File: src/rtl/cfg_master_pkg.sv
// Package: shared state encoding for the serial configuration master.
package cfg_master_pkg;

    // Controller states, from power-on delay to done or error.
    typedef enum logic [2:0] {
        ST_POR        = 3'd0,
        ST_MODE_CHECK = 3'd1,
        ST_SLAVE      = 3'd2,
        ST_SEND       = 3'd3,
        ST_DONE_WAIT  = 3'd4,
        ST_DONE       = 3'd5,
        ST_ERROR      = 3'd6
    } cfg_state_e;

endpackage

File: src/rtl/cfg_step_timer.sv
// cfg_step_timer: counts qualified steps and flags the step that completes LIMIT.
// Assumes LIMIT >= 1. On the last step the count wraps to zero. 'clear' wins over 'tick'.
module cfg_step_timer #(
    parameter int LIMIT = 16
) (
    input  logic clk,
    input  logic rst_n,
    input  logic clear,
    input  logic tick,
    output logic last
);
    localparam int W = (LIMIT > 1) ? $clog2(LIMIT + 1) : 1;

    logic [W-1:0] cnt;

    // Flag the step that completes the limit.
    always_comb last = tick && (cnt == W'(LIMIT - 1));

    // Step counter with synchronous reset and clear.
    always_ff @(posedge clk) begin
        if (!rst_n || clear) begin
            cnt <= '0;
        end else if (tick) begin
            cnt <= last ? '0 : cnt + 1'b1;
        end
    end
endmodule

File: src/rtl/cfg_dclk_gen.sv
// cfg_dclk_gen: derives the configuration clock by dividing the system clock.
// Each half period lasts HALF system cycles. When 'stall' is set, the clock is
// held in its low phase and no rising edge occurs. 'rise' and 'fall' flag the
// cycle whose closing edge changes the clock.
// Assumes HALF >= 1. Dropping 'run' forces the clock low.
module cfg_dclk_gen #(
    parameter int HALF = 2
) (
    input  logic clk,
    input  logic rst_n,
    input  logic run,
    input  logic stall,
    output logic dclk,
    output logic rise,
    output logic fall
);
    localparam int CW = (HALF > 1) ? $clog2(HALF) : 1;

    logic [CW-1:0] cnt;
    logic          at_end;

    // Decode the end of a half period and the edge events.
    always_comb begin
        at_end = (cnt == CW'(HALF - 1));
        rise   = run && !dclk && at_end && !stall;
        fall   = run && dclk && at_end;
    end

    // Phase counter and clock register.
    always_ff @(posedge clk) begin
        if (!rst_n || !run) begin
            cnt  <= '0;
            dclk <= 1'b0;
        end else if (rise || fall) begin
            cnt  <= '0;
            dclk <= ~dclk;
        end else if (!at_end) begin
            cnt <= cnt + 1'b1;
        end
    end
endmodule

File: src/rtl/cfg_bit_shifter.sv
// cfg_bit_shifter: takes bytes from a ready/valid source and presents them
// least-significant bit first. It shifts on the falling edge of the
// configuration clock and counts bits on the rising edge.
// Assumes rise and fall never coincide, and that a byte is loaded only while
// the clock is low.
module cfg_bit_shifter #(
    parameter int BIT_COUNT = 1024,
    parameter int BYTE_W    = 8
) (
    input  logic              clk,
    input  logic              rst_n,
    input  logic              clear,
    input  logic              enable,
    input  logic              rise,
    input  logic              fall,
    input  logic [BYTE_W-1:0] src_data,
    input  logic              src_valid,
    output logic              src_ready,
    output logic              bit_out,
    output logic              bit_valid,
    output logic              complete
);
    localparam int SW   = $clog2(BYTE_W + 1);
    localparam int CNTW = $clog2(BIT_COUNT + 1);

    logic [BYTE_W-1:0] sh_reg;
    logic [SW-1:0]     sh_left;
    logic [CNTW-1:0]   sent;

    // Handshake and status decode.
    always_comb begin
        complete  = (sent == CNTW'(BIT_COUNT));
        bit_valid = (sh_left != '0);
        src_ready = enable && !bit_valid && !complete;
        bit_out   = sh_reg[0];
    end

    // Shift register holding the byte being sent.
    always_ff @(posedge clk) begin
        if (!rst_n || clear) begin
            sh_reg  <= '0;
            sh_left <= '0;
        end else if (src_valid && src_ready) begin
            sh_reg  <= src_data;
            sh_left <= SW'(BYTE_W);
        end else if (fall && bit_valid) begin
            sh_reg  <= {1'b0, sh_reg[BYTE_W-1:1]};
            sh_left <= sh_left - 1'b1;
        end
    end

    // Count of bits clocked into the target.
    always_ff @(posedge clk) begin
        if (!rst_n || clear) begin
            sent <= '0;
        end else if (rise && !complete) begin
            sent <= sent + 1'b1;
        end
    end
endmodule

File: src/rtl/cfg_master.sv
// cfg_master: serial configuration master controller.
// It holds off configuration for a power-on delay, then picks master or slave
// mode from ncs_in. In master mode it streams BIT_COUNT bits, watches ncs_in
// for an abort and then for done, and signals errors by pulling the
// open-drain status line low. It can restart configuration after an error.
// Assumes the source rewinds to its first byte on src_rewind. The reset is
// synchronous and active-low.
module cfg_master
    import cfg_master_pkg::*;
#(
    parameter int POR_CYCLES   = 50000,
    parameter int HALF_DIV     = 2,
    parameter int BIT_COUNT    = 1024,
    parameter int BYTE_W       = 8,
    parameter int DONE_WINDOW  = 16,
    parameter int RESTART_HOLD = 32
) (
    input  logic              clk,
    input  logic              rst_n,
    input  logic              auto_restart_en,
    input  logic              ncs_in,
    input  logic [BYTE_W-1:0] src_data,
    input  logic              src_valid,
    output logic              src_ready,
    output logic              src_rewind,
    output logic              dclk_out,
    output logic              dclk_drive,
    output logic              data_out,
    output logic              data_drive,
    output logic              oe_pull_low,
    output logic              data_complete
);
    cfg_state_e state, state_nx;

    logic por_last, win_last, hold_last;
    logic dclk_rise, dclk_fall, bit_valid;
    logic in_por, in_send, in_wait, in_err;

    // State decodes that feed the sub-blocks.
    always_comb begin
        in_por  = (state == ST_POR);
        in_send = (state == ST_SEND);
        in_wait = (state == ST_DONE_WAIT);
        in_err  = (state == ST_ERROR);
    end

    // Power-on delay timer.
    cfg_step_timer #(.LIMIT(POR_CYCLES)) por_tmr_i (
        .clk(clk), .rst_n(rst_n), .clear(!in_por), .tick(in_por), .last(por_last)
    );

    // Done-window timer, stepped by configuration clock rising edges.
    cfg_step_timer #(.LIMIT(DONE_WINDOW)) win_tmr_i (
        .clk(clk), .rst_n(rst_n), .clear(!in_wait), .tick(in_wait && dclk_rise),
        .last(win_last)
    );

    // Restart hold timer, runs only while restart is enabled.
    cfg_step_timer #(.LIMIT(RESTART_HOLD)) hold_tmr_i (
        .clk(clk), .rst_n(rst_n), .clear(!in_err), .tick(in_err && auto_restart_en),
        .last(hold_last)
    );

    // Configuration clock divider.
    cfg_dclk_gen #(.HALF(HALF_DIV)) dclk_i (
        .clk(clk), .rst_n(rst_n), .run(in_send || in_wait),
        .stall(in_send && !bit_valid), .dclk(dclk_out), .rise(dclk_rise), .fall(dclk_fall)
    );

    // Byte-to-bit serialiser and bit counter.
    cfg_bit_shifter #(.BIT_COUNT(BIT_COUNT), .BYTE_W(BYTE_W)) shift_i (
        .clk(clk), .rst_n(rst_n), .clear(in_err || in_por), .enable(in_send),
        .rise(dclk_rise), .fall(dclk_fall), .src_data(src_data), .src_valid(src_valid),
        .src_ready(src_ready), .bit_out(data_out), .bit_valid(bit_valid),
        .complete(data_complete)
    );

    // Next-state logic of the configuration sequence.
    always_comb begin
        state_nx = state;
        unique case (state)
            ST_POR:        if (por_last) state_nx = ST_MODE_CHECK;
            ST_MODE_CHECK: state_nx = ncs_in ? ST_SLAVE : ST_SEND;
            ST_SLAVE:      state_nx = ST_SLAVE;
            ST_SEND: begin
                if (data_complete)   state_nx = ST_DONE_WAIT;
                else if (ncs_in)     state_nx = ST_ERROR;
            end
            ST_DONE_WAIT: begin
                if (ncs_in)          state_nx = ST_DONE;
                else if (win_last)   state_nx = ST_ERROR;
            end
            ST_DONE:       state_nx = ST_DONE;
            ST_ERROR:      if (hold_last) state_nx = ST_SEND;
            default:       state_nx = ST_POR;
        endcase
    end

    // State register.
    always_ff @(posedge clk) begin
        if (!rst_n) state <= ST_POR;
        else        state <= state_nx;
    end

    // Pin controls derived from the state.
    always_comb begin
        oe_pull_low = in_por || in_err;
        dclk_drive  = (state != ST_SLAVE);
        data_drive  = (state != ST_SLAVE);
        src_rewind  = in_err && hold_last;
    end
endmodule

File: config.mk
export PLATFORM = sky130hd
export DESIGN_NAME = cfg_master
export DESIGN_NICKNAME = d
export VERILOG_FILES = /design/src/rtl/cfg_master_pkg.sv /design/src/rtl/cfg_step_timer.sv /design/src/rtl/cfg_dclk_gen.sv /design/src/rtl/cfg_bit_shifter.sv /design/src/rtl/cfg_master.sv
export SDC_FILE = /design/constraint.sdc
export NUM_CORES = 1
export LEC_CHECK = 0
export ABC_AREA = 1
export BUFFER_PORTS_ARGS = -buffer_cell sky130_fd_sc_hd__buf_2
export CAP_MARGIN = 20
export CORE_MARGIN = 5
export CORE_UTILIZATION = 40
export DETAILED_ROUTE_END_ITERATION = 12
export HOLD_SLACK_MARGIN = 0.1
export SLEW_MARGIN = 10
export SYNTH_ARGS = -nofsm -noshare
export SYNTH_HDL_FRONTEND = slang
export SYNTH_SLANG_ARGS = --single-unit
File: constraint.sdc
create_clock -name clk -period 1.5 [get_ports clk]
set_input_delay 0.3 -clock clk [delete_from_list [all_inputs] [get_ports clk]]
set_output_delay 0.3 -clock clk [all_outputs]
set_load 0.01 [all_outputs]
==> qor.csv, run 1 <==
stage,metric,value,unit
run_status,status,finished with violations,
run_status,failing checks,negative setup slack,
sta,number of hold violations in the final report,0,
sta,post-route minimum period,1.73,ns
synthesis,Post-Syn Instances,421,
cells_and_area,Nets,557,
cells_and_area,Post-Layout Cell Count,636,
sta,final worst slack,-0.228,ns
clock_network,clk sinks,55,
synthesis,post-synthesis sequential area ratio,38.2,%
route,Residual DRC,0,
power,Power Dens Cells,1060,nW/um^2
route,Avg WL per Cell,12.1,um
sta,RSZ-0062 raised after global routing,true,
synthesis,ys async rst share,0,%
global_route,GRT Max-Usage Layer,met2,
synthesis,Synth area leader,dfxtp_1,
sta,clock skew,0.00926,ns
cells_and_area,antenna cells,0,
synthesis,"top cells by area, synth","dfxtp_1, nand2_1, inv_1",
setup_path,worst reg-to-reg setup slack,-0.21,ns
clock_network,clock buffer depth,2,
synthesis,synth unique cells,35,
floorplanning,Initial Utilization,40.4,%
setup_path,R2R depth,10,
setup_path,critical-path cell list,inv_4 > nor2_4 > nand2_2 > inv_2 > nand2_4 > nor2_4 > inv_2 > nor4_4 > buf_2,
clock_network,register clock-pin slew on the reported worst setup and hold paths,0.09,ns
placed_design,pre-CTS WS,-0.0917,ns
setup_path,WP data required,1.20,ns
floorplanning,Die X,94.9,um
setup_path,WP buf/inv,4,
clock_network,# H-tree levels,2,
floorplanning,die height,94.9,um
setup_path,Worst Setup End Kind,primary output,
cells_and_area,Area Growth Syn to Fin,53.3,%
synthesis,Mapped Nets,442,
global_route,number of global-route vias before repair,2857,
global_route,grt ovf,0,
global_route,first-pass GRT wire length,12400,um
floorplanning,FP Rows,31,
global_route,GR Util met2,30.8,%
floorplanning,die area,9000,um^2
worst_hold_path,Hold Path Sink,shift_i.sh_reg[7]$_SDFFE_PP0P_,
synthesis,top-area cell type share of the netlist area,38.2,%
route,post-route ant nets,0,
worst_hold_path,Hold Path Origin,src_data[7],
synthesis,Post-synth EDFFs,0,
clock_network,Skew-Pair Late Insertion Delay,0.32,ns
synthesis,Post-Syn Area,2880,um^2
sta,Tightest Pin Transition,0.358,ns
cells_and_area,layout cells sized above 1,43.6,%
setup_path,reg2reg end,win_tmr_i.cnt[0]$_SDFFE_PP0P_,
route,vias per inst,4.78,
setup_path,Critical Path Fanout Max,2,
clock_network,CTS tree,yes,
global_route,largest net degree at the start of global routing,16,
global_route,met3 GRT Util,4.22,%
placed_design,RD Place Congestion,0.870,
route,Pre-Repair DR Iteration Count,4,
setup_path,Critical Path Stages,9,
sta,relative slew slack,76.1,%
synthesis,Synth Warn #,0,
global_route,total track usage,17.3,%
sta,final period utilization,115,%
clock_network,root buf cell,clkbuf_8,
global_route,GRT met1 Usage,20.7,%
global_route,antenna violations before repair,0,
worst_hold_path,cell depth of the worst hold path,3,
cells_and_area,Final Core Density,61.9,%
floorplanning,# IOs,21,
sta,fmax,0.579,GHz
route,Vias,3040,
placed_design,PortBufs,20,
setup_path,CP Data Arrival Time,1.43,ns
cells_and_area,"commonest non-fill, non-tap cell in the layout",nand2_1,
setup_path,worst r2r src,state[0]$_SDFFE_PN0P_,
setup_path,CP Class,reg -> out,
synthesis,Synth Register Bits,55,
worst_hold_path,worst hold path type,in -> reg,
cells_and_area,most frequent cells in the layout,"nand2_1, buf_4, nor2_1, dfxtp_1, inv_1",
power,VDD IR max,0.672,mV
route,final WL,7720,um
synthesis,ys flop type,dfxtp_1,
setup_path,Worst Setup Start Kind,flip-flop,
job,Max Cap Violations,0,
route,Starting DRT DRC Count,133,
cells_and_area,number of flip-flops in the largest register,16,
sta,Setup-failing EPs final,44,
floorplanning,Core Region,7140,um^2
power,Pleak,0.00181,uW
setup_path,Crit-path slowest cell,dfxtp_4,
placed_design,hpwl dp,4980,um
sta,max-slew violations,0,
synthesis,Mapped Avg Cell Area,6.84,um^2
placed_design,DP Cell Count,590,
clock_network,CTS Buf Count,5,
setup_path,crit-path max cell delay,0.37,ns
setup_path,cell family with most CP delay,simple AND/OR/NAND/NOR gates,
per-layer routing:
layer,up-vias,share of wire [%],routed length [um]
li1,1584,-,-
met1,1396,44,3390
met2,50,51,3920
met3,10,3.7,286
met4,0,1.6,122
met5,-,0,0
area by class of cell:
cell class / count / area, um^2
Sequential cell: 55 / 1120
Timing Repair inverter: 2 / 15.0
Multi-Input combinational cell: 299 / 1900
Timing Repair Buffer: 111 / 895
Fill cell: 630 / 2720
Inverter: 62 / 263
Tap cell: 99 / 124
Clock buffer: 8 / 100
synthesized netlist by cell type (4+ instances only):
| cell | n |
|---|---|
| a21oi_1 | 30 |
| o21ai_0 | 15 |
| nor2_1 | 58 |
| ha_1 | 8 |
| nand2_1 | 93 |
| inv_1 | 60 |
| nand4_1 | 7 |
| a31oi_1 | 6 |
| nand2_2 | 4 |
| o21ai_1 | 4 |
| nor3_1 | 21 |
| nand3_1 | 24 |
| dfxtp_1 | 55 |
kinds of logic after synthesis:
logic type	Yosys count	share of synthesized area [%]
compound gates	59	10.9
fa+ha+maj	8	3.47
flops	55	38.2
xor+xnor	6	1.82
simple gates	226	36.6
buf+inv	67	8.99
worst max path at each step:
stage                                        from                        endpoint  slack [ns]
finish                      state[1]$_SDFFE_PN0P_                      src_rewind       -0.23
global route                state[1]$_SDFFE_PN0P_                      src_rewind       -0.35
CTS                         state[1]$_SDFFE_PN0P_                      src_rewind       -0.26
detailed placement          state[1]$_SDFFE_PN0P_  hold_tmr_i.cnt[5]$_SDFFE_PP0P_       -0.09
global placement            state[1]$_SDFFE_PN0P_  hold_tmr_i.cnt[5]$_SDFFE_PP0P_       -0.08
floorplan           por_tmr_i.cnt[0]$_SDFFE_PP0P_           state[2]$_SDFFE_PN0P_        0.02
stage by stage:
stage | instance area, um^2 | power, uW | TNS, ns | hold WS, ns
floorplan | 2900 | 2330 | 0 | 0.421
global route | 4420 | 4970 | -8.20 | 0.244
CTS | 3990 | 4140 | -2.14 | 0.228
global placement | 3510 | 2850 | -0.739 | 0.449
finish | 4420 | 4700 | -3.73 | 0.225
detailed placement | 3510 | 2860 | -1.35 | 0.457
worst reg2reg max path, cell delays in order, from the launching register on:
cell and delay (ns):
dfxtp_4 0.37, buf_4 0.15, nor2_4 0.14, nand2_2 0.10, nand2_4 0.10, nand2_4 0.07, nor2_8 0.18, buf_6 0.13
nand2_4 0.07, or2_0 0.21, a21oi_1 0.13
report_power, final:
| part | internal (uW) | switching (uW) |
|---|---|---|
| Clock | 423 | 495 |
| Sequential | 1550 | 57.6 |
| Combinational | 1010 | 1160 |
timing repair:
| item | 4_1_cts | 5_1_grt |
|---|---|---|
| endpoints found under the setup margin | 33 | 56 |
| cloned | 2 | 0 |
| hold buffers | 0 | 0 |
| pin swaps | 22 | 32 |
| setup buffers | 22 | 20 |
| gates resized for setup | 70 | 91 |
Power figures use the tool's default switching activity.
==> run 2, diff against run 1 <==
--- a/config.mk
+++ b/config.mk
@@ -11,4 +11,5 @@
 export CORE_MARGIN = 5
 export CORE_UTILIZATION = 40
+export CTS_BUF_LIST = sky130_fd_sc_hd__clkbuf_8 sky130_fd_sc_hd__clkbuf_16
 export DETAILED_ROUTE_END_ITERATION = 12
 export HOLD_SLACK_MARGIN = 0.1
@@ -16,3 +17,4 @@
 export SYNTH_ARGS = -nofsm -noshare
 export SYNTH_HDL_FRONTEND = slang
+export SYNTH_HIERARCHICAL = 1
 export SYNTH_SLANG_ARGS = --single-unit
==> constraint.sdc (replaced) <==
create_clock -name clk -period 1.5 [get_ports clk]
set_input_delay 0.075 -clock clk [delete_from_list [all_inputs] [get_ports clk]]
set_output_delay 0.075 -clock clk [all_outputs]
set_load 0.01 [all_outputs]
==> run 2 against run 1 <==
  * The flow still finishes with violations (negative setup slack)
  * Count of clock-buffer cells in the layout fell by 3
  * Setup slack got worse by 0.18 ns
  * Critical path type is now reg -> reg
  * Maximum frequency fell by 9.6%
  * Worst hold slack got worse by 0.11 ns
  * Clock skew barely moved
  * Synthesized cell count rose by 19%
  * Flip-flop and latch count did not move
  * Synthesized area rose by 17%
  * Critical endpoint is now shift_i/sent[8]$_SDFFE_PP0P_
  * Non-clock buffer count rose by 17
==> qor.csv, run 2 <==
stage,metric,value,unit,change
run_status,status,finished with violations,,
run_status,failing checks,negative setup slack,,
sta,Tightest Pin Transition,0.280,ns,-0.0781 ns
cells_and_area,Post-Layout Cell Count,733,,+15%
synthesis,Post-Syn Instances,500,,+19%
global_route,grt ovf,0,,unchanged
floorplanning,FP Rows,33,,+6.5%
power,power consumption,5170,uW,+10%
synthesis,XOR/XNOR share of the synthesized area,1.04,%,-0.79 points
synthesis,top-area cell type share of the netlist area,32.6,%,-5.6 points
placed_design,dpl cell area,4170,um^2,+19%
route,vias per inst,4.83,,+0.98%
route,Pre-Repair DR Iteration Count,4,,unchanged
cells_and_area,Nets,648,,+16%
placed_design,hpwl dp,6070,um,+22%
synthesis,synth unique cells,34,,-2.9%
worst_hold_path,cell depth of the worst hold path,5,,+2
setup_path,Worst Setup Start Kind,flip-flop,,
cells_and_area,antenna cells,0,,unchanged
setup_path,WP data required,1.76,ns,+0.56 ns
synthesis,ys flop type,dfxtp_1,,
setup_path,WP buf/inv,6,,+2
synthesis,post-synthesis mux area share,0,%,unchanged
cells_and_area,most frequent cells in the layout,"nand2_1, buf_4, inv_1",,
synthesis,Synth Register Bits,55,,unchanged
clock_network,CTS Buf Count,5,,unchanged
synthesis,post-synthesis sequential area ratio,32.6,%,-5.6 points
floorplanning,Die X,102,um,+7.4%
sta,post-route minimum period,1.91,ns,+0.184 ns
route,Vias,3538,,+16%
synthesis,ys async rst share,0,%,unchanged
placed_design,PortBufs,20,,unchanged
synthesis,Mapped Avg Cell Area,6.75,um^2,-1.3%
clock_network,clock buffer depth,2,,unchanged
floorplanning,Core Region,8220,um^2,+15%
cells_and_area,layout cells sized above 1,46.3,%,+2.8 points
setup_path,Worst Setup End Kind,flip-flop,,
sta,relative slew slack,81.2,%,+5.1 points
clock_network,Skew-Pair Late Insertion Delay,0.31,ns,about the same
synthesis,simple-gate portion of the synthesized area,44.3,%,+7.7 points
cells_and_area,post-route cell area,5090,um^2,+15%
setup_path,Critical Path Fanout Max,3,,+1
clock_network,root buf cell,clkbuf_8,,
floorplanning,# IOs,21,,unchanged
sta,number of hold violations in the final report,0,,unchanged
route,Starting DRT DRC Count,112,,-16%
cells_and_area,"commonest non-fill, non-tap cell in the layout",nand2_1,,
setup_path,cell family with most CP delay,simple AND/OR/NAND/NOR gates,,
sta,RSZ-0062 raised after global routing,true,,
global_route,number of global-route vias before repair,3399,,+19%
clock_network,CTS tree,yes,,
setup_path,CP Data Arrival Time,2.18,ns,+0.75 ns
power,Power Dens Cells,1020,nW/um^2,-4.5%
sta,final worst slack,-0.412,ns,-0.184 ns
clock_network,register clock-pin slew on the reported worst setup and hold paths,0.10,ns,about the same
setup_path,R2R depth,16,,+6
setup_path,crit-path max cell delay,0.36,ns,about the same
synthesis,post-synthesis adder-cell area fraction,2.59,%,-0.88 points
cells_and_area,Area Growth Syn to Fin,50.8,%,
setup_path,Setup crit start,shift_i/sh_left[0]$_SDFFE_PP0P_,,
power,power share of the combinational group,49.2,%,+2.9 points
sta,clock skew,0.00913,ns,-0.000136 ns
global_route,antenna violations before repair,0,,unchanged
setup_path,worst r2r src,shift_i/sh_left[0]$_SDFFE_PP0P_,,
synthesis,Post-Syn Area,3380,um^2,+17%
route,final WL,8980,um,+16%
setup_path,Critical Path Stages,16,,+7
global_route,largest net degree at the start of global routing,17,,+1
power,Power Internal,3210,uW,+7.4%
synthesis,commonest cells in the netlist,"nand2_1, inv_1, nor2_1, dfxtp_1, nand3_1",,
global_route,total track usage,17.2,%,-0.042 points
synthesis,Synth area leader,dfxtp_1,,
synthesis,top-count cell post-synth,nand2_1,,
setup_path,Most common cell on crit path,nand2_1,,
cells_and_area,number of flip-flops in the largest register,16,,unchanged
synthesis,Synth Area in Compound Gates,7.82,%,-3.1 points
synthesis,largest family of logic cells by synthesized area,simple AND/OR/NAND/NOR gates,,
power,Pleak,0.00219,uW,+21%
synthesis,Post-synth EDFFs,0,,unchanged
worst_hold_path,worst hold path type,in -> reg,,
floorplanning,die area,10400,um^2,+15%
placed_design,RD Place Congestion,0.866,,-0.38%
placed_design,DP Cell Count,694,,+18%
sta,final period utilization,127,%,+12 points
sta,max-slew violations,0,,unchanged
sta,Setup-failing EPs final,45,,+2.3%
route,Avg WL per Cell,12.3,um,+1.0%
setup_path,CP Class,reg -> reg,,
route,post-route ant nets,0,,unchanged
power,VDD IR max,0.960,mV,+43%
job,Max Cap Violations,0,,unchanged
clock_network,clk sinks,55,,unchanged
setup_path,Crit-path slowest cell,dfxtp_2,,
setup_path,reg2reg end,shift_i/sent[8]$_SDFFE_PP0P_,,
floorplanning,die height,102,um,+7.4%
setup_path,critical-path cell list,inv_2 > ha_4 > nand3_4 > nor2_4 > nor2_2 > nand2_2 > inv_2 > buf_4 > buf_6 > nand4_1 > nor3_4 > buf_4 > nand2_1 > nand2_1 > nand2_1 > inv_1,,
global_route,first-pass GRT wire length,14600,um,+17%
synthesis,Synth Warn #,6,,+6
placed_design,pre-CTS WS,-0.448,ns,-0.357 ns
power,sequential share of power,31.6,%,-2.6 points
power,Clk pwr share,19.2,%,-0.3 points
floorplanning,Initial Utilization,41.1,%,+0.72 points
power,switching pwr,1970,uW,+15%
sta,fmax,0.523,GHz,-9.6%
power,Net Sw Frac,38.0,%,+1.5 points
route,Residual DRC,0,,unchanged
synthesis,Mapped Nets,520,,+18%
synthesis,"top cells by area, synth","dfxtp_1, nand2_1, inv_1",,
setup_path,CP endpoint,shift_i/sent[8]$_SDFFE_PP0P_,,
clock_network,# H-tree levels,2,,unchanged
cells_and_area,Final Core Density,62.0,%,+0.073 points
setup_path,worst reg-to-reg setup slack,-0.41,ns,-0.20 ns
==> run 2: changes by cell type after synthesis, sizes merged, moves of 5 or more <==
cell,delta
nand3,+12
nor2,+25
inv,+23
nand4,+12
a31oi,-5
nand2,+30
nor3,-7
==> run 2: worst min-delay path by stage <==
stage                 from                             end  slack [ns]
3_3_place_gp   src_data[7]  shift_i/sh_reg[7]$_SDFFE_PP0P_        0.37
6_report       src_data[0]  shift_i/sh_reg[0]$_SDFFE_PP0P_        0.12
2_1_floorplan        rst_n           state[1]$_SDFFE_PN0P_        0.21
3_5_place_dp   src_data[7]  shift_i/sh_reg[7]$_SDFFE_PP0P_        0.37
5_1_grt        src_data[0]  shift_i/sh_reg[0]$_SDFFE_PP0P_        0.14
4_1_cts              rst_n           state[1]$_SDFFE_PN0P_        0.06
==> run 2: power by group through the flow <==
stage	Combinational [uW]	Clock (uW)	Sequential (uW)
after floorplan	1140	0	1630
after global placement	1830	0	1630
after detailed placement	1860	0	1640
after CTS	2320	1020	1630
after global routing	2760	1080	1640
final	2550	993	1630
==> run 2: final cells by class <==
class | instances | area (um^2)
tap | 105 | 131
sequential | 55 | 1110
timing repair buffer | 128 | 1080
fill | 725 | 3120
clock inverter | 2 | 37.5
timing repair inverter | 1 | 5.00
multi-input combinational | 352 | 2320
inverter | 85 | 332
clock buffer | 5 | 68.8
==> run 2: kinds of logic after synthesis <==
family | count (synthesis)
flops | 55
simple gates | 297
buf+inv | 93
fa+ha+maj | 7
compound gates | 44
xor+xnor | 4
==> run 2: timing repair <==
action                                  CTS  global route
buffers inserted                         29            10
resized for setup                        88            65
pin swaps                                28            36
hold buffers                              1             2
endpoints found under the hold margin     5             2
cloned                                    1             1
endpoints found under the setup margin   49            57
==> run 2: layer usage <==
layer / global-route usage [%] / up-vias / share of wire [%]
met2: 31.2 / 60 / 52
met4: 5.95 / 0 / 2.2
met1: 20.6 / 1628 / 43
li1: - / 1828 / -
met3: 2.80 / 22 / 2.9
met5: 0 / - / 0
==> run 2: per-stage QoR <==
| stage | setup TNS, ns | hold slack (ns) |
|---|---|---|
| finish | -5.60 | 0.118 |
| global placement | -4.71 | 0.371 |
| global route | -10.73 | 0.143 |
| detailed placement | -6.85 | 0.370 |
| CTS | -4.51 | 0.0640 |
| floorplan | -1.75 | 0.210 |
==> run 2: worst reg2reg max path, stage by stage (launching register included) <==
cell     delay (ns)
dfxtp_2        0.36
inv_2          0.05
ha_4           0.15
nand3_4        0.06
nor2_4         0.05
nor2_2         0.09
nand2_2        0.07
inv_2          0.07
buf_4          0.11
buf_6          0.09
nand4_1        0.16
nor3_4         0.27
buf_4          0.16
nand2_1        0.05
nand2_1        0.05
nand2_1        0.05
inv_1          0.04
==> run 3, diff against run 2 <==
Clock period 1.5 ns to 2.3 ns, I/O delays scaled along.
==> run 3 against run 2 <==
  * The flow now finishes without violations
  * Clock power shrank 32%
  * Die area stayed put
  * Final area is 26% lower
  * Flip-flop and latch count is the same
  * Clock skew is 0.0011 ns lower
  * First-iteration DRC count is 1.8% lower
  * Core utilization decreased by 16 points
  * Critical path type unchanged
==> qor.csv, run 3 (synthesized netlist as in run 2, its figures left out) <==
stage,metric,value,unit,change
run_status,status,finished clean,,
sta,RSZ-0062 raised after global routing,false,,
setup_path,critical-path cell list,inv_1 > ha_1 > nand3_4 > nor2_1 > nor2_2 > nand2_2 > inv_1 > inv_1 > nor2_2 > inv_2 > nor2_4 > nand2_2 > inv_1 > inv_1 > nand2_1 > nor2_2 > nor2_2 > nand2_2 > nor2_1 > nor2_2,,
setup_path,CP Data Arrival Time,2.30,ns,+0.12 ns
route,highest routed layer,met4,,
clock_network,clk sinks,55,,unchanged
global_route,largest net degree at the start of global routing,17,,unchanged
clock_network,register clock-pin slew on the reported worst setup and hold paths,0.10,ns,about the same
floorplanning,Die X,102,um,unchanged
global_route,grt ovf,0,,unchanged
setup_path,Critical Path Fanout Max,5,,+2
cells_and_area,"commonest non-fill, non-tap cell in the layout",nand2_1,,
cells_and_area,number of flip-flops in the largest register,16,,unchanged
global_route,antenna violations before repair,0,,unchanged
global_route,number of global-route vias before repair,2800,,-18%
sta,number of hold violations in the final report,0,,unchanged
power,Net Sw Frac,37.5,%,-0.49 points
sta,Setup-failing EPs final,0,,-100%
floorplanning,FP Rows,33,,unchanged
placed_design,RD Place Congestion,0.824,,-4.9%
worst_hold_path,worst hold path type,in -> reg,,
clock_network,CTS Buf Count,5,,unchanged
setup_path,WP data required,2.51,ns,+0.75 ns
sta,relative slew slack,63.7,%,-18 points
floorplanning,# IOs,21,,unchanged
power,switching pwr,976,uW,-50%
route,vias per inst,4.82,,-0.20%
cells_and_area,Nets,549,,-15%
sta,fmax,0.477,GHz,-8.7%
clock_network,clock buffer depth,2,,unchanged
power,sequential share of power,41.3,%,+9.7 points
placed_design,PortBufs,20,,unchanged
setup_path,Crit-path slowest cell,dfxtp_2,,
sta,post-route minimum period,2.09,ns,+0.182 ns
power,Clk pwr share,25.9,%,+6.7 points
clock_network,CTS tree,yes,,
route,post-route ant nets,0,,unchanged
sta,setup_tns,0,ns,+5.60 ns
power,Pleak,0.00157,uW,-28%
setup_path,Worst Setup Start Kind,flip-flop,,
cells_and_area,most frequent cells in the layout,"nand2_1, inv_1, nor2_1",,
cells_and_area,antenna cells,0,,unchanged
power,Power Internal,1630,uW,-49%
sta,hold slack,0.119,ns,+0.00118 ns
route,Starting DRT DRC Count,110,,-1.8%
sta,final period utilization,91.1,%,-36 points
job,Max Cap Violations,0,,unchanged
setup_path,WP buf/inv,6,,unchanged
setup_path,CP Class,reg -> reg,,
global_route,first-pass GRT wire length,11900,um,-18%
placed_design,hpwl dp,5270,um,-13%
cells_and_area,layout cells sized above 1,22.6,%,-24 points
clock_network,Skew-Pair Late Insertion Delay,0.31,ns,about the same
route,WL met2,3190,um,-32%
clock_network,# H-tree levels,2,,unchanged
route,Avg WL per Cell,10.8,um,-12%
setup_path,crit-path max cell delay,0.35,ns,about the same
global_route,total track usage,13.9,%,-3.3 points
floorplanning,Initial Utilization,41.1,%,unchanged
setup_path,Worst Setup End Kind,flip-flop,,
route,final WL,6850,um,-24%
cells_and_area,Final Core Density,45.6,%,-16 points
clock_network,root buf cell,clkbuf_8,,
sta,clock skew,0.00804,ns,-0.00109 ns
cells_and_area,Area Growth Syn to Fin,10.9,%,
floorplanning,die area,10400,um^2,unchanged
route,met3 wire len,259,um,+0.39%
floorplanning,Core Region,8220,um^2,unchanged
sta,max-slew violations,0,,unchanged
setup_path,cell family with most CP delay,simple AND/OR/NAND/NOR gates,,
power,power share of the combinational group,32.9,%,-16 points
sta,Tightest Pin Transition,0.544,ns,+0.264 ns
power,VDD IR max,0.291,mV,-70%
route,routed length on met1,3290,um,-14%
route,Pre-Repair DR Iteration Count,4,,unchanged
route,Residual DRC,0,,unchanged
route,Vias,3059,,-14%
floorplanning,die height,102,um,unchanged
power,Power Dens Cells,695,nW/um^2,-32%
-- run 3: cell count changes in the layout (fill, tap and decap cells not counted), moves of 9 or more --
cell	previous run	this run
nand2_1	97	114
buf_4	74	9
inv_2	20	10
nor2_4	22	7
nand3_1	17	26
inv_1	61	75
buf_6	30	0
nor2_1	51	65
-- run 3: what timing repair did --
action | CTS | global route
endpoints found under the hold margin | 1 | 0
endpoints found under the setup margin | 0 | 4
hold buffers | 1 | 0
resized for setup | 0 | 7
setup buffers | 0 | 2
-- run 3: metrics by stage --
| stage | total power, uW | setup slack, ns | cell area [um^2] | instances |
|---|---|---|---|---|
| floorplan | 1750 | 0.136 | 3380 | 500 |
| detailed placement | 1940 | 0.0545 | 3590 | 624 |
| finish | 2600 | 0.206 | 3750 | 635 |
| CTS | 2630 | 0.0215 | 3720 | 633 |
| global route | 2790 | 0.00207 | 3750 | 635 |
| global placement | 1920 | 0.162 | 3590 | 624 |
-- run 3: cell type report --
type                       count  area, um^2
clock buffer                   6        82.6
clock inverter                 2        35.0
fill                         817        4470
inverter                      85         319
multi-input combinational    352        1890
sequential                    55        1110
tap                          105         131
timing repair buffer          30         178
-- run 3: worst reg2reg max path, stage by stage (launching register included) --
cell and delay, ns:
dfxtp_2 0.35, inv_1 0.06, ha_1 0.22, nand3_4 0.08, nor2_1 0.07, nor2_2 0.09
nand2_2 0.07, inv_1 0.07, inv_1 0.05, nor2_2 0.13, inv_2 0.07, nor2_4 0.12
nand2_2 0.09, inv_1 0.06, inv_1 0.03, nand2_1 0.06, nor2_2 0.05, nor2_2 0.08
nand2_2 0.09, nor2_1 0.12, nor2_2 0.05
-- run 3: power groups by stage --
| stage | registers [uW] | logic (uW) | clock network (uW) |
|---|---|---|---|
| after floorplan | 1060 | 694 | 0 |
| after global placement | 1080 | 841 | 0 |
| after detailed placement | 1090 | 851 | 0 |
| after CTS | 1060 | 855 | 709 |
| after global routing | 1080 | 964 | 741 |
| final | 1070 | 856 | 673 |
-- run 3: routing by layer --
metal  vias to the layer above  global-route usage, %
li1                       1625                      -
met3                         7                   2.53
met5                         -                      0
met2                        48                   24.3
met4                         0                   4.84
met1                      1379                   17.2
-- run 3: worst paths after layout --
| path | end | cells after the start | slack, ns | start |
|---|---|---|---|---|
| setup reg to reg | state[1]$_SDFFE_PN0P_ | 20 | 0.21 | shift_i/sh_left[0]$_SDFFE_PP0P_ |
| hold reg to reg | win_tmr_i/cnt[4]$_SDFFE_PP0P_ | 2 | 0.45 | win_tmr_i/cnt[4]$_SDFFE_PP0P_ |
| setup / recovery | state[1]$_SDFFE_PN0P_ | 20 | 0.21 | shift_i/sh_left[0]$_SDFFE_PP0P_ |
| hold / removal | state[1]$_SDFFE_PN0P_ | 3 | 0.12 | rst_n |
